===== src/rtl/rec_pkg.sv =====
package rec_pkg;

    localparam int NUM_CH = 2;

    typedef enum logic {
        CH_LEFT  = 1'b0,
        CH_RIGHT = 1'b1
    } rec_chan_e;

    typedef struct packed {
        logic invert;
        logic dc_block;
    } rec_ctrl_t;

    // Clamp a signed value to the signed range of w bits (w <= 63).
    function automatic logic signed [63:0] clamp_s(input logic signed [63:0] v,
                                                   input int unsigned w);
        logic signed [63:0] hi;
        logic signed [63:0] lo;
        hi = (64'sd1 <<< (w - 1)) - 64'sd1;
        lo = -(64'sd1 <<< (w - 1));
        if (v > hi)      return hi;
        else if (v < lo) return lo;
        else             return v;
    endfunction

endpackage


===== src/rtl/rec_polarity.sv =====
module rec_polarity #(
    parameter int DATA_W = 24
) (
    input  logic                     flip,
    input  logic signed [DATA_W-1:0] x_in,
    output logic signed [DATA_W-1:0] x_out
);
    localparam logic signed [DATA_W-1:0] MIN_V = {1'b1, {(DATA_W-1){1'b0}}};
    localparam logic signed [DATA_W-1:0] MAX_V = {1'b0, {(DATA_W-1){1'b1}}};

    always_comb begin
        if (!flip)            x_out = x_in;
        else if (x_in == MIN_V) x_out = MAX_V;
        else                  x_out = -x_in;
    end
endmodule


===== src/rtl/rec_dcblock.sv =====
module rec_dcblock #(
    parameter int DATA_W = 24,
    parameter int SHIFT  = 12,
    parameter int GUARD  = 3
) (
    input  logic                     clk,
    input  logic                     rst,
    input  logic                     enable,
    input  logic                     step,
    input  logic signed [DATA_W-1:0] x_in,
    output logic signed [DATA_W-1:0] y_out
);
    localparam int AW = DATA_W + GUARD;

    logic signed [DATA_W-1:0] x_hist_q;
    logic signed [DATA_W-1:0] y_hist_q;
    logic signed [AW-1:0]     acc;
    logic signed [63:0]       acc_wide;
    logic signed [63:0]       clamped;

    always_comb begin
        acc = AW'(x_in) - AW'(x_hist_q) + AW'(y_hist_q) - AW'(y_hist_q >>> SHIFT);
        acc_wide = 64'(acc);
        clamped  = rec_pkg::clamp_s(acc_wide, DATA_W);
        y_out    = clamped[DATA_W-1:0];
    end

    always_ff @(posedge clk) begin
        if (rst || !enable) begin
            x_hist_q <= '0;
            y_hist_q <= '0;
        end else if (step) begin
            x_hist_q <= x_in;
            y_hist_q <= y_out;
        end
    end
endmodule


===== src/rtl/rec_channel.sv =====
module rec_channel
    import rec_pkg::*;
#(
    parameter int DATA_W = 24,
    parameter int SHIFT  = 12,
    parameter int GUARD  = 3
) (
    input  logic                     clk,
    input  logic                     rst,
    input  rec_ctrl_t                ctrl,
    input  logic                     step,
    input  logic signed [DATA_W-1:0] x_in,
    output logic signed [DATA_W-1:0] y_q
);
    logic signed [DATA_W-1:0] x_pol;
    logic signed [DATA_W-1:0] x_filt;
    logic signed [DATA_W-1:0] y_next;

    rec_polarity #(.DATA_W(DATA_W)) u_pol (
        .flip  (ctrl.invert),
        .x_in  (x_in),
        .x_out (x_pol)
    );

    rec_dcblock #(.DATA_W(DATA_W), .SHIFT(SHIFT), .GUARD(GUARD)) u_hpf (
        .clk    (clk),
        .rst    (rst),
        .enable (ctrl.dc_block),
        .step   (step),
        .x_in   (x_pol),
        .y_out  (x_filt)
    );

    always_comb y_next = ctrl.dc_block ? x_filt : x_pol;

    always_ff @(posedge clk) begin
        if (rst)       y_q <= '0;
        else if (step) y_q <= y_next;
    end
endmodule


===== src/rtl/rec_postproc.sv =====
module rec_postproc
    import rec_pkg::*;
#(
    parameter int DATA_W = 24,
    parameter int SHIFT  = 12,
    parameter int GUARD  = 3
) (
    input  logic                     clk,
    input  logic                     rst,
    input  logic                     inv_en,
    input  logic                     hpf_en,
    input  logic                     in_valid,
    input  logic signed [DATA_W-1:0] in_left,
    input  logic signed [DATA_W-1:0] in_right,
    output logic                     out_valid,
    output logic signed [DATA_W-1:0] out_left,
    output logic signed [DATA_W-1:0] out_right
);
    rec_ctrl_t                ctrl;
    logic signed [DATA_W-1:0] ch_in  [NUM_CH];
    logic signed [DATA_W-1:0] ch_out [NUM_CH];

    always_comb begin
        ctrl.invert   = inv_en;
        ctrl.dc_block = hpf_en;
        ch_in[CH_LEFT]  = in_left;
        ch_in[CH_RIGHT] = in_right;
        out_left  = ch_out[CH_LEFT];
        out_right = ch_out[CH_RIGHT];
    end

    for (genvar c = 0; c < NUM_CH; c++) begin : g_ch
        rec_channel #(.DATA_W(DATA_W), .SHIFT(SHIFT), .GUARD(GUARD)) u_ch (
            .clk  (clk),
            .rst  (rst),
            .ctrl (ctrl),
            .step (in_valid),
            .x_in (ch_in[c]),
            .y_q  (ch_out[c])
        );
    end

    always_ff @(posedge clk) begin
        if (rst) out_valid <= 1'b0;
        else     out_valid <= in_valid;
    end
endmodule


===== config.mk =====
export PLATFORM = sky130hd
export DESIGN_NAME = rec_postproc
export DESIGN_NICKNAME = d
export VERILOG_FILES = /design/src/rtl/rec_pkg.sv /design/src/rtl/rec_polarity.sv /design/src/rtl/rec_dcblock.sv /design/src/rtl/rec_channel.sv /design/src/rtl/rec_postproc.sv
export SDC_FILE = /design/constraint.sdc
export NUM_CORES = 1
export LEC_CHECK = 0
export BUFFER_PORTS_ARGS = -buffer_cell sky130_fd_sc_hd__buf_2
export CAP_MARGIN = 10
export CORE_UTILIZATION = 56
export CTS_CLUSTER_DIAMETER = 50
export DETAILED_ROUTE_END_ITERATION = 8
export GPL_TIMING_DRIVEN = 0
export PLACE_DENSITY = 0.78
export RECOVER_POWER = 100
export SYNTH_ARGS = -nofsm -noshare
export SYNTH_HDL_FRONTEND = slang
export SYNTH_SLANG_ARGS = --single-unit

===== constraint.sdc =====
create_clock -name clk -period 5.86 [get_ports clk]
set_clock_uncertainty 0.05 [all_clocks]
set_input_delay 0.586 -clock clk [delete_from_list [all_inputs] [get_ports clk]]
set_output_delay 0.586 -clock clk [all_outputs]
set_load 0.01 [all_outputs]

---- Word-level counts from Yosys, hierarchy flattened ----
Cells that the tools add are included.
storage, ports and cells
  register bits ........................... 145
  input port bits ......................... 53
  output and inout bits ................... 49
  word-level logic and storage cells ...... 33
operators by class
  add/sub/neg operators ................... 8
  order comparisons ....................... 4
  eq/ne operators ......................... 2
  multiplexer cells ....................... 10
  reduce and logical (&&, ||, !) cells .... 2
operators with widths
  cell                    count
  $mux W24                10
  $gt A27 B24 Y1 const B  2
  $lt A27 B24 Y1 const B  2
  $sub A26 B12 Y27        2
  $add A25 B24 Y26        2
  $sub A24 B24 Y25        2
  $eq A24 B24 Y1 const B  2
  $neg A24 Y24            2
  $logic_not A1 Y1        1
  $logic_or A1 B1 Y1      1

---- Longest topological paths before layout ----
Gate-level depths: netlist of run 1.
  depth after elaboration ................. 10
  mapped depth ............................ 25

---- Modules after synthesis ----
A second synthesis of run 1 with hierarchy kept.
second synthesis, totals
  cells, all modules ...................... 1,511
  area, all modules ....................... 12,902.4 um^2
modules (own cells, without submodules)
  module                             instances  cells an instance  area an instance (um^2)
  rec_dcblock (g_ch[0].u_ch.u_hpf)   1          539                4,789.6
  rec_dcblock (g_ch[1].u_ch.u_hpf)   1          544                4,554.4
  rec_channel                        2          106                1,071.0
  rec_polarity (g_ch[1].u_ch.u_pol)  1          107                691.9
  rec_polarity (g_ch[0].u_ch.u_pol)  1          107                690.7
  rec_postproc                       1          2                  33.8

---- Worst setup path after synthesis of run 1 ----
No wires, ideal clock.
  path kind ............................... in2reg
  from .................................... input port in_right[7]
  to ...................................... register g_ch[1].u_ch.u_hpf.y_hist_q[11]
  arrival ................................. 6.043 ns
  required time ........................... 5.667 ns
  path slack .............................. -0.376 ns
  stages on the path ...................... 23
  path through ............................ or4_4 > or3_1 > buf_6 > or3_4 > or2_1 > o41ai_2 > mux2i_1 > inv_1 > fa_1 > inv_1 > fa_1 > ha_1 > and3_1 > clkbuf_1 > nand4_1 > or3_1 > o22ai_1 > a21oi_1 > a21oi_1 > a22oi_2 > nor2_1 > clkbuf_1 > a221oi_1
between the ends
  longest elaborated chain between the ends .. 9
  elaborated cells between the ends (all ways) .. 11
  classes of those cells .................. add/sub (4); order compare (2); eq/ne (1); mux (4)
ends and longest elaborated chain
  element                                                RTL line                                source
  from (decl)                                            rec_postproc.sv:14                      input logic signed [DATA_W-1:0] in_right,
  $neg A24 Y24 / $eq A24 B24 Y1 (equally long branches)  rec_polarity.sv:14, rec_polarity.sv:13
  $mux W24                                               rec_polarity.sv:13                      else if (x_in == MIN_V) x_out = MAX_V;
  $mux W24 *                                             rec_polarity.sv:12                      if (!flip) x_out = x_in;
  $sub A24 B24 Y25 *                                     rec_dcblock.sv:22                       acc = AW'(x_in) - AW'(x_hist_q) + AW'(y_hist_q) - AW'(y_hist_q >>> SHIFT);
  $add A25 B24 Y26 *                                     rec_dcblock.sv:22
  $sub A26 B12 Y27 *                                     rec_dcblock.sv:22
  $lt A27 B24 Y1                                         rec_pkg.sv:23                           else if (v < lo) return lo;
  $mux W24                                               rec_pkg.sv:23
  $mux W24 *                                             rec_pkg.sv:22                           if (v > hi) return hi;
  to (signal assigned)                                   rec_dcblock.sv:34                       y_hist_q <= y_out;
  to (decl)                                              rec_dcblock.sv:16                       logic signed [DATA_W-1:0] y_hist_q;
Every way passes the cells marked *; elsewhere a longest branch is shown, timed or not.
A chain may end at the register's enable or synchronous reset.

---- Final worst setup path of run 1 ----
  from .................................... input port in_right[6]
  to ...................................... register g_ch[1].u_ch.y_q[21]
between the ends
  longest elaborated chain between the ends .. 10
  elaborated cells between the ends (all ways) .. 12
  classes of those cells .................. add/sub (4); order compare (2); eq/ne (1); mux (5)
ends and longest elaborated chain
  element                                                RTL line                                source
  $neg A24 Y24 / $eq A24 B24 Y1 (equally long branches)  rec_polarity.sv:14, rec_polarity.sv:13
  $mux W24                                               rec_polarity.sv:13
  $mux W24 *                                             rec_polarity.sv:12
  $sub A24 B24 Y25                                       rec_dcblock.sv:22
  $add A25 B24 Y26                                       rec_dcblock.sv:22
  $sub A26 B12 Y27                                       rec_dcblock.sv:22
  $lt A27 B24 Y1                                         rec_pkg.sv:23
  $mux W24                                               rec_pkg.sv:23
  $mux W24                                               rec_pkg.sv:22
  $mux W24 *                                             rec_channel.sv:34                       always_comb y_next = ctrl.dc_block ? x_filt : x_pol;
  to (signal assigned)                                   rec_channel.sv:38                       else if (step) y_q <= y_next;
  to (decl)                                              rec_channel.sv:13                       output logic signed [DATA_W-1:0] y_q
Marked as above.

==> results of run 1 <==
state kept, by name, indices dropped and copies added, names as in the netlist:
signal                    count
out_valid                     1
g_ch.u_ch.y_q                48
g_ch.u_ch.u_hpf.y_hist_q     48
g_ch.u_ch.u_hpf.x_hist_q     48
cells by family (layout without fill, tap and decap cells):
kind of cell    count (synthesis)  in the layout  synth area share [%]
simple gates                  356            356                  14.4
xor+xnor                       77             77                  5.63
buf+inv                       257            446                  8.39
fa+ha+maj                     152            152                  21.9
other cells                     0              1                     0
compound gates                449            449                  24.8
mux                             8              8                 0.669
flops                         145            145                  24.2
worst paths after layout:
path / slack, ns / start / depth (start not counted) / endpoint
worst max-delay path: -0.33 / in_right[6] / 24 / g_ch[1].u_ch.y_q[21]
worst min-delay path: 0.39 / g_ch[0].u_ch.u_hpf.y_hist_q[3] / 2 / g_ch[0].u_ch.u_hpf.y_hist_q[3]
worst max register to register: 0.76 / g_ch[0].u_ch.u_hpf.y_hist_q[23] / 16 / g_ch[0].u_ch.y_q[5]
worst min register to register: 0.39 / g_ch[0].u_ch.u_hpf.y_hist_q[3] / 2 / g_ch[0].u_ch.u_hpf.y_hist_q[3]
synth_stat cells (34+ instances only):
master	count	area, um2
nand2_1	109	409
xor2_1	34	298
clkbuf_1	65	244
xnor2_1	43	377
a211oi_1	67	503
inv_1	174	653
nor2_1	113	424
a21oi_1	123	616
o21ai_0	87	435
dfxtp_1	145	2900
fa_1	96	1920
ha_1	56	701
metal layers:
layer	global-route usage (%)	part of all wire, %	vias up
met3	8.71	9.2	288
met5	0	0	-
met4	30.4	8.8	0
li1	-	-	5385
met2	63.2	46	841
met1	44.6	36	5937
worst max-delay path, delay by kind of cell:
kind            cells  cell delay (ns)
compound gates      6             0.83
fa+ha+maj           3             1.34
buf+inv             6             0.72
mux                 1             0.31
simple gates        8             2.60
final cells by class:
| class | count | area, um2 |
|---|---|---|
| Clock inverter | 14 | 236 |
| Tap cell | 275 | 344 |
| Buffer | 66 | 398 |
| Multi-Input combinational cell | 1042 | 9100 |
| Inverter | 176 | 661 |
| Fill cell | 1527 | 5840 |
| Timing Repair Buffer | 172 | 1110 |
| Antenna cell | 1 | 2.50 |
| Sequential cell | 145 | 2900 |
| Clock buffer | 18 | 429 |
power breakdown:
| group | total [W] | internal, W | switching [W] | leakage [nW] |
|---|---|---|---|---|
| Clock | 0.00126 | 0.000798 | 0.000466 | 0.320 |
| Combinational | 0.00563 | 0.00231 | 0.00332 | 4.79 |
| Sequential | 0.00126 | 0.00113 | 0.000132 | 1.19 |
| Total | 0.00816 | 0.00424 | 0.00392 | 6.30 |
repair_timing:
action                                  in CTS  in global routing
gates resized for setup                    118                153
setup buffers                               41                 30
cloned                                       3                  3
endpoints found under the setup margin      95                 94
hold buffers                                 0                  0
pin swaps                                   44                 86
through the flow:
step	instances	total power (W)	cell area, um2	util [%]	hold slack [ns]
after floorplan	1444	0.00428	12100	-	0.372
after detailed placement	1817	0.00541	12900	61.5	0.383
after global routing	1908	0.00859	15200	72.2	0.434
after global placement	1817	0.00533	12900	61.5	0.382
after CTS	1885	0.00721	14400	68.7	0.393
final	1909	0.00816	15200	72.2	0.390
==> results.txt, run 1 <==
In this run the deepest clock path goes through 2 buffers. Measured along the y axis, the die boundary spans 148 um. Of the available clock period, the critical path in the final layout requires 106%. In this run the count of I/O pins placed on the die edge is 102. Dividing the detail-routed via count by the number of cells gives 6.52. Synthesis produced a netlist with a net count of 1649.

The post-route netlist has 21.9% of its cells at a drive strength greater than 1. Total number of vias: 12451. For the required time of the critical path, the log shows 6.09 ns. The worst setup path is captured at a flip-flop. Initial antenna violation count: 0. The run gives -0.326 ns as the post-route worst setup slack. The final period demand of the worst path works out to 6.19 ns.

Among all stages on the critical path, the largest delay is contributed by fa_2. Input and output buffers added on the ports amount to 98. Summed over all layers, the global routing overflow is 0. The logs give 0 for the number of failing hold endpoints at the final stage and 0 for the number of max-slew violations in the final report. The area growth from synthesis to layout is 26.7%.

STA classifies the critical path startpoint as a primary input. The sequential area share after synthesis came out at 24.2%. The tree is rooted in a clkbuf_16. The global-route wire length before repair was 64800 um.

For this design the ratio of total power to cell area is 537 nW/um2. The placer congestion estimate came out at 0.990. The cell occurring most often along the worst timing path was or3_4. Once the floorplan was initialized, standard cells occupied 57.0% of the core. For the maximum level of the CTS H-tree, the log shows 4. The later pin in the worst-skew pair is clocked with a latency of 0.44 ns.

In this run the worst hold path is classified as flip-flop to flip-flop. TritonCTS built the clock tree. Counting flops and latches in the post-synthesis netlist gives 145.

Traced cell by cell, the critical path runs through buf_8 -> or4_4 -> or3_4 -> or3_4 -> or2_4 -> o41ai_4 -> mux2i_1 -> inv_1 -> fa_2 -> inv_2 -> fa_2 -> ha_4 -> and3_4 -> nand4_1 -> or3_4 -> o22ai_4 -> a21oi_4 -> a21oi_2 -> a22oi_2 -> buf_4 -> nor3_4 -> buf_6 -> buf_8 -> a211oi_2. After clock tree synthesis, the clock-pin slew on the worst setup and hold paths is 0.06 ns. For this block, the initial DRC count from the detailed router was 1324.

Global routing used 38.9% of the available tracks across all layers. Data arrives at the worst endpoint at 6.41 ns. The max-slew headroom at the worst pin came out at 37.0%. The commonest non-fill, non-tap cell in the layout is inv_1. The floorplan step defined a die boundary enclosing 22000 um2. Counting flops with an async set or reset pin after synthesis yields a share of 0%. The number of antenna-violating nets in the routed design was 0.

Setup violations remaining at the end of the flow were counted as 91. Post-DP HPWL: 31100 um. Setup repair after global routing could not meet its margin everywhere.

In the routed design, unresolved DRC markers number 0. The peak supply drop came out at 0.000377 V. Among all flip-flop cells after synthesis, the most frequent one is dfxtp_1. The via count of the first global-routing pass came out at 12007. Clock tree synthesis found a total of 145 sinks.

Leaving out fill and tap cells, the most frequent cells in the layout are inv_1 (169), dfxtp_1 (145), nor2_1 (109). Summed over all failing endpoints, the final setup total negative slack is -18.40 ns. The count of different cell masters after synthesis came out at 77. The static leakage power was 6.30 nW; the slew at the pin with the worst max-slew slack was 0.945 ns.

Synthesis produced a netlist whose cell count is 1444. Summed over all layers, the routed wires come to 44300 um. The synthesized design contains 0 enable-type register cells. Prior to clock tree synthesis, the placed netlist has a worst setup slack of -1.42 ns. Averaged over all synthesized cells, the footprint is 8.29 um2. The synthesized area is 12000 um2, and the delay of the slowest cell on the worst path is 0.58 ns. The final reports fail on negative setup slack. Along the worst path, the maximum fanout reaches 5. The run finished, with violations left. In this run the horizontal extent of the chip is 148 um.

The pre-antenna-repair detailed-routing pass consisted of 7 iterations. Clock tree synthesis inserted a total of 17 buffers. The total area inside the core boundary comes to 21000 um2.

The floorplan has 53 rows. Derived from the worst setup path, the maximum achievable clock frequency is 162 MHz. Max-cap violations in this run came to 0.

The worst setup path is of the primary input to flip-flop kind. Entering global routing, the biggest net connects 17 pins. After the last flow step, the layout net total stands at 1825.

The wire length per cell came out at 23.2 um. The synthesis warning total was 0.
Power figures use the tool's default switching activity.
==> inputs of run 2 (changes only) <==
--- a/config.mk
+++ b/config.mk
@@ -5,13 +5,15 @@
 export SDC_FILE = /design/constraint.sdc
 export NUM_CORES = 1
 export LEC_CHECK = 0
+export ABC_AREA = 1
 export BUFFER_PORTS_ARGS = -buffer_cell sky130_fd_sc_hd__buf_2
 export CAP_MARGIN = 10
-export CORE_UTILIZATION = 56
+export CORE_UTILIZATION = 57
 export CTS_CLUSTER_DIAMETER = 50
 export DETAILED_ROUTE_END_ITERATION = 8
+export GPL_ROUTABILITY_DRIVEN = 0
 export GPL_TIMING_DRIVEN = 0
-export PLACE_DENSITY = 0.78
+export PLACE_DENSITY = 0.79
 export RECOVER_POWER = 100
 export SYNTH_ARGS = -nofsm -noshare
 export SYNTH_HDL_FRONTEND = slang
==> results.txt, run 2 <==
The run finished with clean final reports. The buffers plus inverters on the worst setup path came out at 6 (unchanged). The synthesized area was 14000 um2 (+17%); the share of the synthesized area in the top cell type was 20.8% (-3.5 points).

Count of input and output buffers: 99 (+1.0%). The library cell used most frequently in the layout, excluding fill and tap cells, is nand2_1. The number of enable flip-flop cells after synthesis is 0 (unchanged).

The via density per instance works out to 5.57 (-15%). The post-DP HPWL is 35800 um (+15%). The initial cell density of the core is 58.8% (+1.8 points), and the power per cell area is 471 nW/um2 (-12%).

The internal power is 0.00348 W (-18%). The path class of the tightest hold or removal check is flip-flop to flip-flop. The total global-route track usage was 35.7% (-3.2 points).

The synthesis warning total is 0 (unchanged), and the gate count after technology mapping is 2078 (+44%). The count of boundary I/O pins was 102 (unchanged). The number of max-slew violations in the final report is 0 (unchanged). Yosys instantiated no cell more often than nand2_1. The logs give 20.8% (-3.5 points) for the sequential area share after synthesis and 8.15 nW (+29%) for the static leakage power.

Final setup violation count: 0 (-100%). The post-layout net count is 2401 (+32%), and the slew at the pin with the worst max-slew slack is 0.885 ns (-0.0595 ns). The run gives 0.00375 W (-4.4%) as the switching power.

The run gives 0 (-100%) as the post-cts resize count. The maximum number of pins on one net before global-route repair is 17 (unchanged). The global-route wire length before repair is 67700 um (+4.5%), and the source-to-sink clock delay at the later pin of the worst-skew pair is 0.44 ns (about the same).

The tools report the number of failing hold endpoints at the final stage as 0 (unchanged). Sorting the synthesized cells by area gives the leading types as dfxtp_1 (21%), nand2_1 (14%), fa_1 (14%). The logic depth of the worst setup path including buffers was 29 (+21%). The maximum level of the CTS H-tree is 4 (unchanged), and the die span in x is 159 um (+6.9%).

The number of cell rows is 56 (+5.7%), and the clock-pin slew on the worst setup and hold paths is 0.07 ns (about the same). Required time of the critical path: 6.10 ns (about the same). TritonCTS built the clock tree.

The final period demand of the worst path works out to 5.55 ns (-0.638 ns). Worst setup path category: primary input to flip-flop. The tools report the maximum clock frequency as 180 MHz (+11%).

The largest registers in the layout are g_ch.u_ch.u_hpf.x_hist_q: 48 flops, g_ch.u_ch.u_hpf.y_hist_q: 48 flops, g_ch.u_ch.y_q: 48 flops. The switching part of the total works out to 51.8% (+3.8 points). The cell at the slowest stage of the critical path was fa_1. Of all cell types, the one taking the most synthesized area is dfxtp_1. The peak supply drop is 0.000255 V (-32%), and the fraction of registers with async set/reset is 0% (unchanged). The tools report the critical path capture point type as a flip-flop. The clock group share of total power was 15.5% (about the same). The setup fix buffers added after clock tree synthesis is 0 (-100%).

The net count after synthesis is 2283 (+38%), and the max-slew headroom at the worst pin is 40.9% (+3.9 points). The overflow left after global routing was 0 (unchanged); the count of different cell masters after synthesis was 52 (-32%). The type of element launching the critical path is a primary input. The number of antenna-violating nets in the routed design was 0 (unchanged); the core footprint was 23800 um2 (+13%). The share of total power in sequential cells is 16.9% (+1.4 points), and the delay of the slowest cell on the worst path is 0.54 ns (-0.04 ns). The run gives 0 (unchanged) as the initial antenna violation count. The total of hold buffers inserted after clock tree synthesis is 0 (unchanged), and the setup total negative slack is 0 ns (+18.40 ns). The total clock buffers created by CTS was 17 (unchanged); the DRC marker count from the first detailed-route iteration was 1325 (+0.076%).

Compared with the post-synthesis result, the final layout area differs by 9.83%. The largest driver fanout on the critical path is 10 (+5), and the wire length per cell is 17.5 um (-25%). The tools report the via count of the first global-routing pass as 13103 (+9.1%). The share of post-route cells with drive strength above 1 was 8.78% (-13 points); the number of inserted diodes was 0 (-1). Setup repair after global routing left no endpoint under its margin. The post-route clock period utilization is 94.7% (-11 points). The critical path data arrival time is 5.79 ns (-0.62 ns). The number of iterations in the first detailed-routing pass came out at 8 (+1). Broken down by cell family, the worst path's largest delay share belongs to simple AND/OR/NAND/NOR gates.

The logs give 44200 um (-0.29%) for the overall routed net length and 67.6% (-1.4 points) for the combinational group share of total power. Total of flip-flops plus latches after synthesis: 145 (unchanged). The mean post-synth cell area is 6.72 um2 (-19%), and the post-route standard cell area excluding fillers is 15300 um2 (+1.0%).

For the total number of vias, the log shows 14071 (+13%). Main flop type after synthesis: dfxtp_1. The tools report the number of sinks handled by clock tree synthesis as 145 (unchanged).

The run gives 0 (unchanged) as the number of remaining DRC errors. The overall die area came out at 25100 um2 (+14%). The cell chosen for the clock root was clkbuf_16. The vertical die dimension came out at 159 um (+6.9%). The cell that appears most often on the critical path is nand2_1. The run gives 14900 um2 (+15%) as the post-place instance area. The worst hold path stage count works out to 2 (unchanged). In the synthesized netlist, the cells that appear most often are nand2_1 (514), inv_1 (421), nand3_1 (159). The worst hold slack after final layout was 0.415 ns (+0.0248 ns); the number of max-cap violations was 0 (unchanged). The tools report the maximum root-to-sink buffer count as 2 (unchanged). In the layout the commonest cells are nand2_1 (517), inv_1 (424), nand3_1 (160). The cell depth of the worst flop-to-flop path is 17 (+1).
[run 2: cell types whose count changed after synthesis, sizes merged, moves of 52 or more]
cell,change
a211oi,-67
nand3,+146
inv,+269
o21ai,-52
o211ai,+71
nand2,+441
[run 2: power by group through the flow]
stage	clock network, W	logic [W]	registers, W
finish	0.00112	0.00489	0.00122
global route	0.00115	0.00541	0.00123
CTS	0.00110	0.00484	0.00121
detailed placement	0	0.00480	0.00123
global placement	0	0.00472	0.00123
floorplan	0	0.00361	0.00124
[run 2: tightest hold or removal path, delay by kind of cell (launching register included)]
kind / cells / cell delay [ns]
flops: 1 / 0.31
simple gates: 1 / 0.06
compound gates: 1 / 0.05
[run 2: final timing paths]
check                                  start              endpoint  slack, ns
min reg2reg              g_ch[1].u_ch.y_q[8]   g_ch[1].u_ch.y_q[8]       0.42
max                               in_left[1]  g_ch[0].u_ch.y_q[17]       0.31
min                      g_ch[1].u_ch.y_q[8]   g_ch[1].u_ch.y_q[8]       0.42
max reg2reg  g_ch[0].u_ch.u_hpf.y_hist_q[23]  g_ch[0].u_ch.y_q[14]       1.51
[run 2: logic make-up (layout without fill, tap and decap cells)]
| family | count (synthesis) | count (layout) | synth area share [%] |
|---|---|---|---|
| adder cells (fa/ha/maj) | 152 | 152 | 18.8 |
| buffers and inverters | 541 | 672 | 15.8 |
| AND/OR/NAND/NOR | 914 | 914 | 28.9 |
| AO/OA/AOI/OAI | 261 | 261 | 11.6 |
| flip-flops | 145 | 145 | 20.8 |
| XOR/XNOR | 65 | 65 | 4.08 |
[run 2: area by class of cell]
cell class,instances,area [um2]
buffer,77,468
clock buffer,21,450
clock inverter,11,130
fill,2142,8420
inverter,464,1740
multi-input combinational,1392,8810
sequential,145,2900
tap,319,399
timing repair buffer,99,430
[run 2: layer usage]
| metal | track usage, % | up-vias | part of all wire [%] | routed length [um] |
|---|---|---|---|---|
| met5 | 0 | - | 0 | 0 |
| met3 | 6.80 | 152 | 9.5 | 4190 |
| met4 | 17.5 | 0 | 4.8 | 2110 |
| met1 | 45.5 | 6481 | 40 | 17800 |
| li1 | - | 6651 | - | - |
| met2 | 58.0 | 787 | 45 | 20100 |
[run 2: per-stage QoR]
| step | setup WS (ns) | instances | total power (W) | util (%) |
|---|---|---|---|---|
| CTS | 0.492 | 2528 | 0.00715 | 65.0 |
| global route | 0.0712 | 2528 | 0.00780 | 64.6 |
| detailed placement | 0.0666 | 2496 | 0.00603 | 62.6 |
| finish | 0.312 | 2528 | 0.00723 | 64.6 |
| floorplan | 1.08 | 2078 | 0.00485 | - |
| global placement | 0.133 | 2496 | 0.00594 | 62.6 |
